### config.mk
export PLATFORM = sky130hd
export DESIGN_NAME = tw_mem_slave
export DESIGN_NICKNAME = d
export VERILOG_FILES = /design/src/rtl/tw_pkg.sv /design/src/rtl/tw_line_sync.sv /design/src/rtl/tw_bus_events.sv /design/src/rtl/tw_proto_fsm.sv /design/src/rtl/tw_page_buf.sv /design/src/rtl/tw_mem_slave.sv
export SDC_FILE = /design/constraint.sdc
export NUM_CORES = 1
export LEC_CHECK = 0
export BUFFER_PORTS_ARGS = -buffer_cell sky130_fd_sc_hd__clkbuf_2
export CELL_PAD_IN_SITES_DETAIL_PLACEMENT = 0
export CELL_PAD_IN_SITES_GLOBAL_PLACEMENT = 1
export CORE_ASPECT_RATIO = 1.5
export CORE_MARGIN = 4
export CORE_UTILIZATION = 52
export DETAILED_ROUTE_END_ITERATION = 10
export GPL_TIMING_DRIVEN = 0
export HOLD_SLACK_MARGIN = 0.03
export PLACE_DENSITY = 0.91
export RECOVER_POWER = 25
export SLEW_MARGIN = 25
export SYNTH_ARGS = -nofsm -noshare
export SYNTH_HDL_FRONTEND = slang
export SYNTH_SLANG_ARGS = --single-unit
### constraint.sdc
create_clock -name clk -period 3.7 [get_ports clk]
set_clock_uncertainty 0.1 [all_clocks]
set_input_delay 0 -clock clk [delete_from_list [all_inputs] [get_ports clk]]
set_output_delay 0 -clock clk [all_outputs]
set_load 0.01 [all_outputs]
### src/rtl/tw_pkg.sv
package tw_pkg;
  typedef enum logic [2:0] {
    ST_IDLE, ST_ADDR, ST_ACK, ST_WDATA, ST_RDATA, ST_MACK, ST_SKIP
  } bus_st_e;

  typedef enum logic [1:0] {
    PG_IDLE, PG_DRAIN, PG_PROG
  } pg_st_e;
endpackage

### src/rtl/tw_line_sync.sv
module tw_line_sync #(
  parameter int          N       = 3,
  parameter int          STAGES  = 2,
  parameter logic [N-1:0] RST_VAL = '1
) (
  input  logic         clk,
  input  logic         rst_n,
  input  logic [N-1:0] d_i,
  output logic [N-1:0] q_o
);
  logic [N-1:0] chain [STAGES];

  generate
    for (genvar s = 0; s < STAGES; s++) begin : g_stage
      if (s == 0) begin : g_first
        always_ff @(posedge clk or negedge rst_n) begin
          if (!rst_n) chain[0] <= RST_VAL;
          else        chain[0] <= d_i;
        end
      end else begin : g_next
        always_ff @(posedge clk or negedge rst_n) begin
          if (!rst_n) chain[s] <= RST_VAL;
          else        chain[s] <= chain[s-1];
        end
      end
    end
  endgenerate

  assign q_o = chain[STAGES-1];
endmodule

### src/rtl/tw_bus_events.sv
module tw_bus_events (
  input  logic clk,
  input  logic rst_n,
  input  logic scl_s,
  input  logic sda_s,
  output logic scl_rise,
  output logic scl_fall,
  output logic start_ev,
  output logic stop_ev
);
  logic scl_q, sda_q;

  always_ff @(posedge clk or negedge rst_n) begin
    if (!rst_n) begin
      scl_q <= 1'b1;
      sda_q <= 1'b1;
    end else begin
      scl_q <= scl_s;
      sda_q <= sda_s;
    end
  end

  assign scl_rise = scl_s & ~scl_q;
  assign scl_fall = ~scl_s & scl_q;
  assign start_ev = scl_s & scl_q & sda_q & ~sda_s;
  assign stop_ev  = scl_s & scl_q & ~sda_q & sda_s;
endmodule

### src/rtl/tw_proto_fsm.sv
module tw_proto_fsm
  import tw_pkg::*;
#(
  parameter int AW = 7,
  parameter int DW = 8,
  parameter int IW = 2
) (
  input  logic          clk,
  input  logic          rst_n,
  input  logic          scl_rise,
  input  logic          scl_fall,
  input  logic          start_ev,
  input  logic          stop_ev,
  input  logic          sda_s,
  input  logic          wc_s,
  input  logic          busy,
  input  logic [DW-1:0] rd_data,
  output logic          sda_oe,
  output logic [AW-1:0] rd_addr,
  output logic          pg_open,
  output logic [AW-IW-1:0] pg_row,
  output logic          pg_we,
  output logic [IW-1:0] pg_idx,
  output logic [DW-1:0] pg_data,
  output logic          pg_commit
);
  localparam int CNTW = $clog2(DW);
  localparam logic [CNTW-1:0] LAST_BIT = CNTW'(DW - 1);

  bus_st_e          st;
  logic [1:0]       ph;
  logic [CNTW-1:0]  cnt;
  logic [DW-1:0]    sh;
  logic [AW-1:0]    addr;
  logic             ack_en, after_rd, wc_seen, wr_sess;

  always_ff @(posedge clk or negedge rst_n) begin
    if (!rst_n) begin
      st        <= ST_IDLE;
      ph        <= '0;
      cnt       <= '0;
      sh        <= '0;
      addr      <= '0;
      ack_en    <= 1'b0;
      after_rd  <= 1'b0;
      wc_seen   <= 1'b0;
      wr_sess   <= 1'b0;
      sda_oe    <= 1'b0;
      pg_open   <= 1'b0;
      pg_we     <= 1'b0;
      pg_idx    <= '0;
      pg_data   <= '0;
      pg_commit <= 1'b0;
    end else begin
      pg_open   <= 1'b0;
      pg_we     <= 1'b0;
      pg_commit <= 1'b0;
      if (busy) begin
        st      <= ST_IDLE;
        sda_oe  <= 1'b0;
        wr_sess <= 1'b0;
      end else if (start_ev) begin
        st      <= ST_ADDR;
        cnt     <= '0;
        sda_oe  <= 1'b0;
        wc_seen <= wc_s;
        wr_sess <= 1'b0;
      end else if (stop_ev) begin
        st        <= ST_IDLE;
        sda_oe    <= 1'b0;
        pg_commit <= wr_sess;
        wr_sess   <= 1'b0;
      end else begin
        unique case (st)
          ST_ADDR: begin
            if (wc_s) wc_seen <= 1'b1;
            if (scl_rise) begin
              sh  <= {sh[DW-2:0], sda_s};
              cnt <= cnt + 1'b1;
              if (cnt == LAST_BIT) begin
                st       <= ST_ACK;
                ph       <= 2'd0;
                ack_en   <= 1'b1;
                after_rd <= sda_s;
                addr     <= sh[AW-1:0];
                if (!sda_s) begin
                  wr_sess <= 1'b1;
                  pg_open <= 1'b1;
                end
              end
            end
          end
          ST_ACK: begin
            if (ph == 2'd0 && scl_fall) begin
              sda_oe <= ack_en;
              ph     <= 2'd1;
            end else if (ph == 2'd1 && scl_rise) begin
              ph <= 2'd2;
            end else if (ph == 2'd2 && scl_fall) begin
              cnt <= '0;
              if (after_rd) begin
                sh     <= rd_data;
                sda_oe <= ~rd_data[DW-1];
                st     <= ST_RDATA;
              end else begin
                sda_oe <= 1'b0;
                st     <= ST_WDATA;
              end
            end
          end
          ST_WDATA: begin
            if (scl_rise) begin
              sh  <= {sh[DW-2:0], sda_s};
              cnt <= cnt + 1'b1;
              if (cnt == LAST_BIT) begin
                st     <= ST_ACK;
                ph     <= 2'd0;
                ack_en <= ~wc_seen;
                if (!wc_seen) begin
                  pg_we   <= 1'b1;
                  pg_data <= {sh[DW-2:0], sda_s};
                  pg_idx  <= addr[IW-1:0];
                  addr    <= {addr[AW-1:IW], addr[IW-1:0] + IW'(1)};
                end
              end
            end
          end
          ST_RDATA: begin
            if (scl_fall) begin
              sh     <= {sh[DW-2:0], 1'b0};
              sda_oe <= ~sh[DW-2];
            end else if (scl_rise) begin
              cnt <= cnt + 1'b1;
              if (cnt == LAST_BIT) begin
                st <= ST_MACK;
                ph <= 2'd0;
              end
            end
          end
          ST_MACK: begin
            if (ph == 2'd0 && scl_fall) begin
              sda_oe <= 1'b0;
              addr   <= addr + 1'b1;
              ph     <= 2'd1;
            end else if (ph == 2'd1 && scl_rise) begin
              if (!sda_s) ph <= 2'd2;
              else        st <= ST_SKIP;
            end else if (ph == 2'd2 && scl_fall) begin
              sh     <= rd_data;
              sda_oe <= ~rd_data[DW-1];
              cnt    <= '0;
              st     <= ST_RDATA;
            end
          end
          default: ;
        endcase
      end
    end
  end

  assign rd_addr = addr;
  assign pg_row  = addr[AW-1:IW];
endmodule

### src/rtl/tw_page_buf.sv
module tw_page_buf
  import tw_pkg::*;
#(
  parameter int AW          = 7,
  parameter int DW          = 8,
  parameter int PAGE        = 4,
  parameter int PROG_CYCLES = 4000
) (
  input  logic             clk,
  input  logic             rst_n,
  input  logic             pg_open,
  input  logic [AW-$clog2(PAGE)-1:0] pg_row,
  input  logic             pg_we,
  input  logic [$clog2(PAGE)-1:0] pg_idx,
  input  logic [DW-1:0]    pg_data,
  input  logic             pg_commit,
  output logic             busy,
  output logic             pw_valid,
  input  logic             pw_ready,
  output logic [AW-1:0]    pw_addr,
  output logic [DW-1:0]    pw_data
);
  localparam int IW = $clog2(PAGE);
  localparam int RW = AW - IW;
  localparam int CW = $clog2(PROG_CYCLES + 1);

  pg_st_e          pst;
  logic [RW-1:0]   row;
  logic [PAGE-1:0] mask;
  logic [DW-1:0]   slot [PAGE];
  logic [CW-1:0]   pcnt;
  logic [IW-1:0]   sel;

  always_comb begin
    sel = '0;
    for (int i = PAGE - 1; i >= 0; i--) begin
      if (mask[i]) sel = IW'(i);
    end
  end

  generate
    for (genvar g = 0; g < PAGE; g++) begin : g_slot
      always_ff @(posedge clk or negedge rst_n) begin
        if (!rst_n) slot[g] <= '0;
        else if (pg_we && pg_idx == IW'(g)) slot[g] <= pg_data;
      end
    end
  endgenerate

  always_ff @(posedge clk or negedge rst_n) begin
    if (!rst_n) begin
      pst  <= PG_IDLE;
      row  <= '0;
      mask <= '0;
      pcnt <= '0;
    end else begin
      unique case (pst)
        PG_IDLE: begin
          if (pg_open) begin
            mask <= '0;
            row  <= pg_row;
          end else if (pg_we) begin
            mask[pg_idx] <= 1'b1;
          end else if (pg_commit && |mask) begin
            pst <= PG_DRAIN;
          end
        end
        PG_DRAIN: begin
          if (mask == '0) begin
            pst  <= PG_PROG;
            pcnt <= '0;
          end else if (pw_ready) begin
            mask[sel] <= 1'b0;
          end
        end
        PG_PROG: begin
          pcnt <= pcnt + 1'b1;
          if (pcnt == CW'(PROG_CYCLES - 1)) pst <= PG_IDLE;
        end
        default: pst <= PG_IDLE;
      endcase
    end
  end

  assign busy     = (pst != PG_IDLE);
  assign pw_valid = (pst == PG_DRAIN) && (mask != '0);
  assign pw_addr  = {row, sel};
  assign pw_data  = slot[sel];
endmodule

### src/rtl/tw_mem_slave.sv
module tw_mem_slave #(
  parameter int AW          = 7,
  parameter int DW          = 8,
  parameter int PAGE        = 4,
  parameter int SYNC_STAGES = 2,
  parameter int PROG_CYCLES = 4000
) (
  input  logic          clk,
  input  logic          rst_n,
  input  logic          scl_i,
  input  logic          sda_i,
  output logic          sda_oe,
  input  logic          wc_i,
  output logic          busy,
  output logic [AW-1:0] rd_addr,
  input  logic [DW-1:0] rd_data,
  output logic          pw_valid,
  input  logic          pw_ready,
  output logic [AW-1:0] pw_addr,
  output logic [DW-1:0] pw_data
);
  localparam int IW = $clog2(PAGE);

  logic [2:0] raw_l, syn_l;
  logic scl_s, sda_s, wc_s;
  logic scl_rise, scl_fall, start_ev, stop_ev;
  logic pg_open, pg_we, pg_commit;
  logic [AW-IW-1:0] pg_row;
  logic [IW-1:0]    pg_idx;
  logic [DW-1:0]    pg_data;

  assign raw_l = {wc_i, sda_i, scl_i};

  tw_line_sync #(.N(3), .STAGES(SYNC_STAGES), .RST_VAL(3'b011)) u_sync (
    .clk(clk), .rst_n(rst_n), .d_i(raw_l), .q_o(syn_l)
  );

  assign scl_s = syn_l[0];
  assign sda_s = syn_l[1];
  assign wc_s  = syn_l[2];

  tw_bus_events u_evt (
    .clk(clk), .rst_n(rst_n), .scl_s(scl_s), .sda_s(sda_s),
    .scl_rise(scl_rise), .scl_fall(scl_fall),
    .start_ev(start_ev), .stop_ev(stop_ev)
  );

  tw_proto_fsm #(.AW(AW), .DW(DW), .IW(IW)) u_fsm (
    .clk(clk), .rst_n(rst_n),
    .scl_rise(scl_rise), .scl_fall(scl_fall),
    .start_ev(start_ev), .stop_ev(stop_ev),
    .sda_s(sda_s), .wc_s(wc_s), .busy(busy), .rd_data(rd_data),
    .sda_oe(sda_oe), .rd_addr(rd_addr),
    .pg_open(pg_open), .pg_row(pg_row), .pg_we(pg_we),
    .pg_idx(pg_idx), .pg_data(pg_data), .pg_commit(pg_commit)
  );

  tw_page_buf #(.AW(AW), .DW(DW), .PAGE(PAGE), .PROG_CYCLES(PROG_CYCLES)) u_page (
    .clk(clk), .rst_n(rst_n),
    .pg_open(pg_open), .pg_row(pg_row), .pg_we(pg_we),
    .pg_idx(pg_idx), .pg_data(pg_data), .pg_commit(pg_commit),
    .busy(busy), .pw_valid(pw_valid), .pw_ready(pw_ready),
    .pw_addr(pw_addr), .pw_data(pw_data)
  );
endmodule

### Yosys cells after proc, flatten, opt, wreduce, memory -nomap -nowiden

Index checks and enable logic that the tools add are counted.

| word-level totals | value |
|---|---|
| output and inout port bits | 25 |
| word-level logic and storage cells | 292 |
| bits of input ports | 14 |
| flip-flop bits (word level) | 103 |

| cells by class | value |
|---|---|
| reduce and logical (&&, ||, !) cells | 50 |
| magnitude comparators | 5 |
| mux-type cells | 120 |
| bitwise gates (word level) | 22 |
| equality and inequality tests | 63 |
| add/sub/neg operators | 4 |

Operator list:

| operator | count |
|---|---|
| two-way mux 7 bit | 14 |
| two-way mux 3 bit | 23 |
| two-way mux 1 bit | 45 |
| two-way mux 2 bit | 18 |
| case mux 7 bit (4 select lines) | 1 |
| != test 2 x 1 -> 1 bit, second input constant | 13 |
| case mux 12 bit (2 select lines) | 1 |
| AND reduction 8 bit | 3 |
| nonzero test 4 bit | 6 |
| != test 2 bit, second input constant | 11 |
| case mux 7 bit (3 select lines) | 1 |
| != test 5 x 4 -> 1 bit, second input constant | 4 |
| != test 5 bit, second input constant | 4 |
| != test 6 x 4 -> 1 bit, second input constant | 3 |
| binary-select mux 8 bit (select 2 bit) | 1 |
| two-way mux 4 bit | 4 |
| two-way mux 8 bit | 2 |
| AND reduction 7 bit | 2 |
| nonzero test 2 bit | 7 |
| AND reduction 13 bit | 1 |
| adder 12 x 1 -> 12 bit, second input constant | 1 |
| == test 12 bit, second input constant | 1 |
| two-way mux 12 bit | 1 |
| != test 3 bit, second input constant | 4 |
| 45 further kinds | 93 |

### Depth between registers and ports, before layout

Gate-level depths: netlist (run 1).

| depth | value |
|---|---|
| word-level depth | 13 |
| mapped depth | 7 |
| depth with buffers taken out | 7 |

### Cells and area by module

From an unflattened synthesis (run 1), not the netlist that was laid out.

| unflattened totals | value |
|---|---|
| cell total of the unflattened synthesis | 480 |
| area, all modules | 5381.4 um^2 |

By module, submodules not included:

| module | times used | seq. area each (um^2) | area an instance (um^2) | cells an instance |
|---|---|---|---|---|
| tw_page_buf | 1 | 1376.3 | 2760.1 | 226 |
| tw_proto_fsm | 1 | 1001.0 | 2358.5 | 239 |
| tw_line_sync | 1 | 155.1 | 177.7 | 9 |
| tw_bus_events | 1 | 52.6 | 85.1 | 6 |

### Worst setup path after synthesis (run 1)

OpenSTA, ideal clock, no wires.

| timing | value |
|---|---|
| path kind | register to register |
| start point | register u_evt.scl_q |
| end point | register u_fsm.addr[0], in the netlist u_fsm.rd_addr[0] |
| path slack | 1514 ps |
| cell stages (with the launch flop) | 6 |
| arrival time | 1966 ps |
| setup time | 120 ps |
| cell sequence | dfstp_2 > nor4b_2 > a22oi_1 > nor3_2 > mux2_2 > a31o_2 |

| between the ends | value |
|---|---|
| cells in the longest elaborated chain, start to end | 5 |
| elaborated cells between the ends (all ways) | 15 |

RTL lines:

| what | RTL line | RTL |
|---|---|---|
| start: declaration | tw_bus_events.sv:11 | `logic scl_q, sda_q;` |
| start signal: assignment | tw_bus_events.sv:18 | `scl_q <= scl_s;` |
| bitwise AND 1 bit | tw_bus_events.sv:25, tw_bus_events.sv:26 |  |
| bitwise AND 1 bit (on tied branches) (2 in series) | tw_bus_events.sv:26, tw_bus_events.sv:25 |  |
| inverter 1 bit (no source line) | - |  |
| AND reduction 10 bit (no source line) * | - |  |
| end signal: assignment | tw_proto_fsm.sv:85 | `addr <= sh[AW-1:0];` |
| end signal: assignment | tw_proto_fsm.sv:123 | `addr <= {addr[AW-1:IW], addr[IW-1:0] + IW'(1)};` |
| end signal: assignment | tw_proto_fsm.sv:143 | `addr <= addr + 1'b1;` |
| end: declaration | tw_proto_fsm.sv:34 | `logic [AW-1:0] addr;` |

Mark *: on every way between the ends. The rest lies on a longest branch, timed or not.
A chain may end at the register's enable or synchronous reset.

### Worst setup path after layout (run 1)

Ends and elaborated chain as after synthesis.

==> metrics.txt, run 1 <==
# TYPE chip_impl_metric gauge
chip_impl_metric{name="area_delta_synth_final",unit="%"} 14.6
chip_impl_metric{name="fillers",unit=""} 757
chip_impl_metric{name="internal_power_component",unit="W"} 0.00196
chip_impl_metric{name="postRouteWirelength",unit="mm"} 11.7
chip_impl_metric{name="multi_input_comb_area",unit="sq um"} 2390
chip_impl_metric{name="die-width",unit="um"} 88.7
chip_impl_metric{name="ioPinCount",unit=""} 39
chip_impl_metric{name="clock_latency",unit="ns"} 0.34
chip_impl_metric{name="max_slew_margin",unit="%"} -21.8
chip_impl_metric{name="synth_enable_flop_cells",unit=""} 0
chip_impl_metric{name="hold_slack",unit="ns"} 0.0696
chip_impl_metric{name="cts_buffer_depth",unit=""} 2
chip_impl_metric{name="yosysUniqueCellTypes",unit=""} 63
chip_impl_metric{name="dp_hpwl",unit="mm"} 8.33
chip_impl_metric{name="die_height",unit="um"} 129
chip_impl_metric{name="final_nets",unit=""} 537
chip_impl_metric{name="time_the_final_worst_path_needs_with_i_o_delays_and_setup",unit="ns"} 2.65
chip_impl_metric{name="post_drt_via_cell_ratio",unit=""} 6.15
chip_impl_metric{name="syn_area_per_cell",unit="sq um"} 11.2
chip_impl_metric{name="setup_violations",unit=""} 0
chip_impl_info{name="grt_setup_unrepaired",value="no"} 1
chip_impl_info{name="synth_top_cells_by_count",value="dfrtp_1, mux2_2, o21ai_0"} 1
chip_impl_metric{name="synth.yosys.warnings",unit=""} 0
chip_impl_metric{name="synth_seq_area_share",unit="%"} 50.9
chip_impl_metric{name="gp_congestion",unit=""} 0.946
chip_impl_metric{name="layout-drive-gt1-share",unit="%"} 27.0
chip_impl_metric{name="placed_cell_area",unit="sq um"} 5450
chip_impl_metric{name="clkSlewWorstSetupHoldPaths",unit="ns"} 0.07
chip_impl_info{name="tritoncts",value="yes"} 1
chip_impl_info{name="class_of_the_worst_hold_path",value="input pin to flip-flop"} 1
chip_impl_metric{name="setup_tns_after_final_layout",unit="ns"} 0
chip_impl_metric{name="worstPathArrival",unit="ns"} 2.78
chip_impl_metric{name="worst-path-max-fanout",unit=""} 9
chip_impl_metric{name="share_comb_of_total_power",unit="%"} 21.9
chip_impl_metric{name="tightestPinTransition",unit="ns"} 1.83
chip_impl_info{name="synth.area.top_cells",value="dfrtp_1, mux2_2, o21ai_0"} 1
chip_impl_metric{name="design.core.area",unit="sq um"} 9420
chip_impl_metric{name="max-vdd-ir-drop",unit="mV"} 0.325
chip_impl_metric{name="timing_hold_violations_final",unit=""} 0
chip_impl_metric{name="final_cells",unit=""} 635
chip_impl_metric{name="portBuffers",unit=""} 38
chip_impl_info{name="cp-start-kind",value="flip-flop"} 1
chip_impl_metric{name="cts_made_buffers",unit=""} 9
chip_impl_metric{name="clock.fmax",unit="MHz"} 378
chip_impl_metric{name="routed_wire_length_per_instance",unit="um"} 18.5
chip_impl_metric{name="std_cell_rows",unit=""} 43
chip_impl_metric{name="critical_path_required",unit="ns"} 3.84
chip_impl_metric{name="share_of_the_synthesized_area_in_the_top_cell_type",unit="%"} 47.8
chip_impl_info{name="critical_path.endpoint_type",value="flip-flop"} 1
chip_impl_metric{name="n_antenna_cell",unit=""} 0
chip_impl_metric{name="cts-htree-levels",unit=""} 3
chip_impl_metric{name="final-max-slew-violation-count",unit=""} 76
chip_impl_metric{name="clkPwrFrac",unit="%"} 30.9
chip_impl_metric{name="route.vias.total",unit=""} 3904
chip_impl_metric{name="syn_area",unit="sq um"} 5080
chip_impl_metric{name="period_share",unit="%"} 71.6
chip_impl_metric{name="grt_pass1_wl",unit="mm"} 19.1
chip_impl_metric{name="ant_nets",unit=""} 0
chip_impl_info{name="violations",value="capacitance limit, slew limit"} 1
chip_impl_info{name="root_buffer",value="clkbuf_16"} 1
chip_impl_metric{name="placedCellCount",unit=""} 606
chip_impl_metric{name="route.detailed.drc",unit=""} 0
chip_impl_info{name="synthMostInstantiatedCell",value="dfrtp_1"} 1
chip_impl_metric{name="p_leak",unit="nW"} 2.77
chip_impl_metric{name="ys_async_sr_fraction",unit="%"} 100
chip_impl_metric{name="postSynthCellCount",unit=""} 455
chip_impl_metric{name="grtUsageTotal",unit="%"} 21.7
chip_impl_metric{name="ff_latch_area",unit="sq um"} 2580
chip_impl_metric{name="grt_max_degree",unit=""} 76
chip_impl_info{name="timing.setup.critical_path_class",value="flip-flop to flip-flop"} 1
chip_impl_metric{name="floorplan.die_area",unit="sq um"} 11400
chip_impl_info{name="synth_ff_type",value="dfrtp_1"} 1
chip_impl_metric{name="proportion_of_power_drawn_by_flip_flops_and_latches",unit="%"} 47.1
chip_impl_metric{name="postSynthNetCount",unit=""} 474
chip_impl_metric{name="initialDrtViolationCount",unit=""} 260
chip_impl_metric{name="post_cts_buffers",unit=""} 0
chip_impl_metric{name="floorplan.initialDensity",unit="%"} 53.9
chip_impl_metric{name="power_switching",unit="W"} 0.000887
chip_impl_metric{name="grt.overflow.total",unit=""} 0
chip_impl_metric{name="number_of_search_and_repair_iterations_in_the_first_detailed_routing_pass",unit=""} 6
chip_impl_metric{name="ys_seq_elements",unit=""} 103
chip_impl_metric{name="vias_in_the_first_global_route",unit=""} 3849
chip_impl_metric{name="cts.sinks",unit=""} 103
chip_impl_info{name="synth_top_cell_by_area",value="dfrtp_1"} 1
chip_impl_metric{name="maxCapViolCount",unit=""} 1
chip_impl_metric{name="final_design_area_no_fill",unit="sq um"} 5820
chip_impl_metric{name="netSwitchingFraction",unit="%"} 31.2
chip_impl_info{name="run_status",value="complete, but fails checks"} 1
chip_impl_metric{name="grt_antenna_before_repair",unit=""} 0
chip_impl_metric{name="power.density",unit="nW/um^2"} 489
-- final timing paths --
kind                                      start          endpoint  slack [ns]  depth (start not counted)
min in group asynchronous                 rst_n   u_sync.chain[4]        0.34                          2
worst max-delay path                u_evt.scl_q  u_fsm.rd_addr[0]        1.05                          5
worst min-delay path                   pw_ready    u_page.mask[3]        0.07                          5
max in group asynchronous                 rst_n    u_page.mask[1]        1.35                          3
worst min register to register  u_sync.chain[5]     u_sync.q_o[2]        0.25                          0
worst max register to register      u_evt.scl_q  u_fsm.rd_addr[0]        1.05                          5
-- metal layers --
metal  track usage (%)  share of wire (%)
met1              25.2                 38
met2              38.1                 55
met3              3.50                3.6
met4              10.8                3.5
met5                 0                  0
-- cell type report --
type	instances	area share, %
buffer	19	1.44
clock inverter	6	0.774
sequential	103	44.4
clock buffer	10	3.93
multi-input combinational	325	41.0
timing repair buffer	52	5.48
tap	112	2.41
inverter	8	0.516
-- power by group through the flow --
stage	registers, W	clock network, W	logic (W)
finish	0.00134	0.000880	0.000624
global route	0.00135	0.000947	0.000681
CTS	0.00134	0.000898	0.000627
detailed placement	0.00136	0	0.000613
global placement	0.00136	0	0.000595
floorplan	0.00131	0	0.000453
-- critical path, cell delays in order (launching register included) --
cell     delay, ns
dfstp_2       0.59
nor4b_2       0.76
a22oi_1       0.23
nor3_2        0.28
mux2_2        0.37
a31o_2        0.21
-- kinds of logic after synthesis --
logic type | synth area share [%]
buf+inv | 2.24
compound gates | 14.8
xor+xnor | 0.173
fa+ha+maj | 1.23
flops | 50.9
mux | 16.8
simple gates | 13.8
-- what timing repair did --
| action | in CTS | in global routing |
|---|---|---|
| resized for setup | 0 | 0 |
| hold buffers | 13 | 0 |
| hold endpoints to repair | 114 | 0 |
-- cells in the final DEF, fill, tap and decap left out, types with 4 or more instances in the layout --
cell type / synthesis / layout
a21oi_1: 27 / 27
a22o_1: 4 / 4
a22oi_1: 10 / 10
a31oi_1: 7 / 7
and3_1: 7 / 7
buf_2: 4 / 5
clkbuf_1: 12 / 14
clkbuf_16: 0 / 9
clkbuf_2: 0 / 38
dfrtp_1: 97 / 97
dfstp_2: 6 / 6
dlygate4sd3_1: 0 / 12
ha_1: 5 / 5
inv_1: 8 / 8
mux2_2: 53 / 53
mux2_4: 7 / 7
mux2i_1: 14 / 14
nand2_1: 19 / 19
nand2b_1: 6 / 6
nand3_1: 15 / 15
nand3b_1: 5 / 5
nor2_1: 31 / 31
nor2b_1: 6 / 6
nor3_1: 6 / 5
nor3b_1: 6 / 5
o21a_1: 4 / 4
o21ai_0: 45 / 45
o31ai_1: 4 / 4
-- flip-flops by register name (all words and copies together), names as in the netlist, 4 cells and up --
name           cells
u_fsm.pg_data      8
u_fsm.rd_addr      7
u_page.row         5
u_page.pcnt       12
u_page.slot       32
u_page.mask        4
u_fsm.sh           7
-- through the flow --
| stage | total power, W | utilization (%) | worst slack (ns) |
|---|---|---|---|
| 5_1_grt | 0.00298 | 61.8 | 0.913 |
| 6_report | 0.00284 | 61.8 | 1.05 |
| 3_3_place_gp | 0.00195 | 57.4 | 1.11 |
| 3_5_place_dp | 0.00197 | 57.9 | 1.08 |
| 4_1_cts | 0.00287 | 62.2 | 1.07 |
| 2_1_floorplan | 0.00176 | - | 1.51 |
No activity file was read; power rests on OpenSTA's default activity.
==> inputs of run 2 (changes only) <==
--- a/config.mk
+++ b/config.mk
@@ -10,11 +10,11 @@
 export CELL_PAD_IN_SITES_GLOBAL_PLACEMENT = 1
 export CORE_ASPECT_RATIO = 1.5
 export CORE_MARGIN = 4
-export CORE_UTILIZATION = 52
+export CORE_UTILIZATION = 48
 export DETAILED_ROUTE_END_ITERATION = 10
 export GPL_TIMING_DRIVEN = 0
 export HOLD_SLACK_MARGIN = 0.03
-export PLACE_DENSITY = 0.91
+export PLACE_DENSITY = 0.85
 export RECOVER_POWER = 25
 export SLEW_MARGIN = 25
 export SYNTH_ARGS = -nofsm -noshare
==> constraint.sdc (replaced) <==
create_clock -name clk -period 2.55 [get_ports clk]
set_clock_uncertainty 0.1 [all_clocks]
set_input_delay 0 -clock clk [delete_from_list [all_inputs] [get_ports clk]]
set_output_delay 0 -clock clk [all_outputs]
set_load 0.01 [all_outputs]
==> metrics.txt, run 2 (synthesized netlist as in run 1, its figures left out) <==
# TYPE chip_impl_metric gauge
chip_impl_info{name="run_status",value="complete, no violations"} 1
chip_impl_info{name="largest-register",value="u_page.slot"} 1
chip_impl_metric{name="cts.sinks",unit=""} 103
chip_impl_info{name="class_of_the_worst_hold_path",value="input pin to flip-flop"} 1
chip_impl_metric{name="setup.reg_to_reg.worst_slack",unit="ns"} 0.21
chip_impl_metric{name="period_share",unit="%"} 92.0
chip_impl_metric{name="place_worst_setup_slack",unit="ns"} -0.0482
chip_impl_metric{name="cts_buffer_depth",unit=""} 2
chip_impl_info{name="final_cell_mix",value="dfrtp_1, mux2_2, o21ai_0"} 1
chip_impl_metric{name="max_ffs_per_register",unit=""} 32
chip_impl_metric{name="final-max-slew-violation-count",unit=""} 0
chip_impl_metric{name="clock.fmax",unit="MHz"} 426
chip_impl_metric{name="worst-path-max-fanout",unit=""} 9
chip_impl_metric{name="r2r.worst_path.cells",unit=""} 5
chip_impl_info{name="tritoncts",value="yes"} 1
chip_impl_metric{name="portBuffers",unit=""} 38
chip_impl_metric{name="total_power",unit="W"} 0.00419
chip_impl_metric{name="post_drt_via_cell_ratio",unit=""} 5.80
chip_impl_metric{name="worstPathArrival",unit="ns"} 2.48
chip_impl_metric{name="number_of_search_and_repair_iterations_in_the_first_detailed_routing_pass",unit=""} 4
chip_impl_metric{name="initialDrtViolationCount",unit=""} 187
chip_impl_info{name="rr_startpoint",value="u_evt.scl_q"} 1
chip_impl_metric{name="floorplan.die_area",unit="sq um"} 12300
chip_impl_metric{name="grt_antenna_before_repair",unit=""} 0
chip_impl_info{name="worst_path_dominant_cell_family",value="simple AND/OR/NAND/NOR gates"} 1
chip_impl_metric{name="p_leak",unit="nW"} 2.76
chip_impl_metric{name="critical_path.n_buffers_inverters",unit=""} 0
chip_impl_metric{name="area_delta_synth_final",unit="%"} 15.9
chip_impl_metric{name="die_height",unit="um"} 134
chip_impl_info{name="root_buffer",value="clkbuf_16"} 1
chip_impl_metric{name="postRouteWirelength",unit="mm"} 11.6
chip_impl_info{name="cp-start-kind",value="flip-flop"} 1
chip_impl_metric{name="n_antenna_cell",unit=""} 0
chip_impl_metric{name="route.detailed.drc",unit=""} 0
chip_impl_info{name="capturing_point_of_the_worst_reg2reg_path",value="u_fsm.rd_addr[0]"} 1
chip_impl_metric{name="grt_pass1_wl",unit="mm"} 19.5
chip_impl_metric{name="tightestPinTransition",unit="ns"} 0.879
chip_impl_metric{name="max_slew_margin",unit="%"} 41.4
chip_impl_metric{name="clock_latency",unit="ns"} 0.35
chip_impl_metric{name="post_cts_buffers",unit=""} 0
chip_impl_metric{name="logic_depth_of_the_worst_path_buffers_included",unit=""} 5
chip_impl_metric{name="cts-htree-levels",unit=""} 3
chip_impl_info{name="crit_path_cell_trace",value="nor4b_4 > a22oi_1 > nor3_2 > mux2_2 > a31o_2"} 1
chip_impl_info{name="critical-path-slowest-cell",value="dfstp_2"} 1
chip_impl_metric{name="post-route-worst-setup-slack",unit="ns"} 0.205
chip_impl_info{name="cp-startpoint",value="u_evt.scl_q"} 1
chip_impl_metric{name="routed_wire_length_per_instance",unit="um"} 17.4
chip_impl_metric{name="final_nets",unit=""} 537
chip_impl_metric{name="floorplan.initialDensity",unit="%"} 49.5
chip_impl_info{name="final_common_cell",value="dfrtp_1"} 1
chip_impl_metric{name="max-vdd-ir-drop",unit="mV"} 0.379
chip_impl_info{name="critical_path.endpoint_type",value="flip-flop"} 1
chip_impl_metric{name="time_the_final_worst_path_needs_with_i_o_delays_and_setup",unit="ns"} 2.34
chip_impl_metric{name="grt_max_degree",unit=""} 69
chip_impl_metric{name="power.density",unit="nW/um^2"} 711
chip_impl_metric{name="grtUsageTotal",unit="%"} 20.0
chip_impl_metric{name="dp_hpwl",unit="mm"} 8.29
chip_impl_metric{name="grt.overflow.total",unit=""} 0
chip_impl_metric{name="vias_in_the_first_global_route",unit=""} 3967
chip_impl_metric{name="critical_path_required",unit="ns"} 2.69
chip_impl_info{name="timing.critical_path.to",value="u_fsm.rd_addr[0]"} 1
chip_impl_info{name="timing.setup.critical_path_class",value="flip-flop to flip-flop"} 1
chip_impl_metric{name="setup_tns_after_final_layout",unit="ns"} 0
chip_impl_metric{name="maxCapViolCount",unit=""} 0
chip_impl_metric{name="fillers",unit=""} 922
chip_impl_metric{name="setup_violations",unit=""} 0
chip_impl_metric{name="cts_made_buffers",unit=""} 9
chip_impl_metric{name="ant_nets",unit=""} 0
chip_impl_metric{name="crit_path_max_incr_delay",unit="ns"} 0.58
chip_impl_info{name="grt_setup_unrepaired",value="no"} 1
chip_impl_metric{name="clkSlewWorstSetupHoldPaths",unit="ns"} 0.07
chip_impl_metric{name="die-width",unit="um"} 92.0
chip_impl_metric{name="layout-drive-gt1-share",unit="%"} 24.9
chip_impl_metric{name="route.vias.total",unit=""} 3850
chip_impl_info{name="top_regs",value="u_page.slot: 32 flops, u_page.pcnt: 12 flops, u_fsm.pg_data: 8 flops"} 1
chip_impl_metric{name="timing_hold_violations_final",unit=""} 0
chip_impl_metric{name="design.core.area",unit="sq um"} 10200
chip_impl_metric{name="ioPinCount",unit=""} 39
chip_impl_metric{name="gp_congestion",unit=""} 0.919
chip_impl_metric{name="std_cell_rows",unit=""} 45
==> run 2: changes by cell type in the layout (fill, tap and decap cells not counted), sizes merged <==
cell / delta
buf: -1
clkinv: +1
clkinvlp: -3
inv: +3
==> run 2: how the worst min path moves through the flow <==
stage / startpoint / end / depth (start not counted)
floorplan: rst_n / u_fsm.ack_en / 0
global placement: sda_i / u_sync.chain[4] / 1
detailed placement: rst_n / u_page.slot[26] / 1
CTS: rd_data[0] / u_fsm.sh[0] / 4
global route: rd_data[0] / u_fsm.sh[0] / 4
finish: rd_data[0] / u_fsm.sh[0] / 4
==> run 2: worst register-to-register path: stages, from the launching register on <==
cell	delay, ns
dfstp_2	0.58
nor4b_4	0.50
a22oi_1	0.22
nor3_2	0.26
mux2_2	0.37
a31o_2	0.21
==> run 2: through the flow <==
step | utilization (%) | std cells | hold WS [ns] | area [sq um]
2_1_floorplan | - | 455 | -0.396 | 5080
3_3_place_gp | 53.1 | 634 | -0.0127 | 5440
3_5_place_dp | 53.6 | 635 | -0.169 | 5490
4_1_cts | 57.8 | 664 | 0.0463 | 5930
5_1_grt | 57.4 | 664 | 0.0906 | 5890
6_report | 57.4 | 664 | 0.0390 | 5890
==> run 2: where the power goes <==
| group | switching, W | internal, W |
|---|---|---|
| Clock | 0.000647 | 0.000687 |
| Combinational | 0.000501 | 0.000403 |
| Sequential | 0.000177 | 0.00177 |
| Total | 0.00132 | 0.00286 |
==> run 2: final cells by class <==
type,instances,area (sq um),area share [%]
sequential,103,2580,43.9
inverter,8,30.0,0.510
multi-input combinational,325,2400,40.7
tap,141,176,3.00
clock buffer,9,225,3.83
buffer,19,86.3,1.47
timing repair buffer,52,325,5.53
clock inverter,7,61.3,1.04
==> run 2: repair_timing <==
| action | CTS | global route |
|---|---|---|
| endpoints found under the setup margin | 1 | 4 |
| hold buffers | 13 | 0 |
| gates resized for setup | 1 | 3 |
| endpoints found under the hold margin | 113 | 0 |
==> run 2: routing by layer <==
metal / GRT usage, % / routed length [um] / vias up
met5: 0 / 0 / -
met1: 22.4 / 4480 / 1914
met3: 3.09 / 362 / 31
met2: 36.4 / 6290 / 96
li1: - / - / 1809
met4: 10.0 / 443 / 0
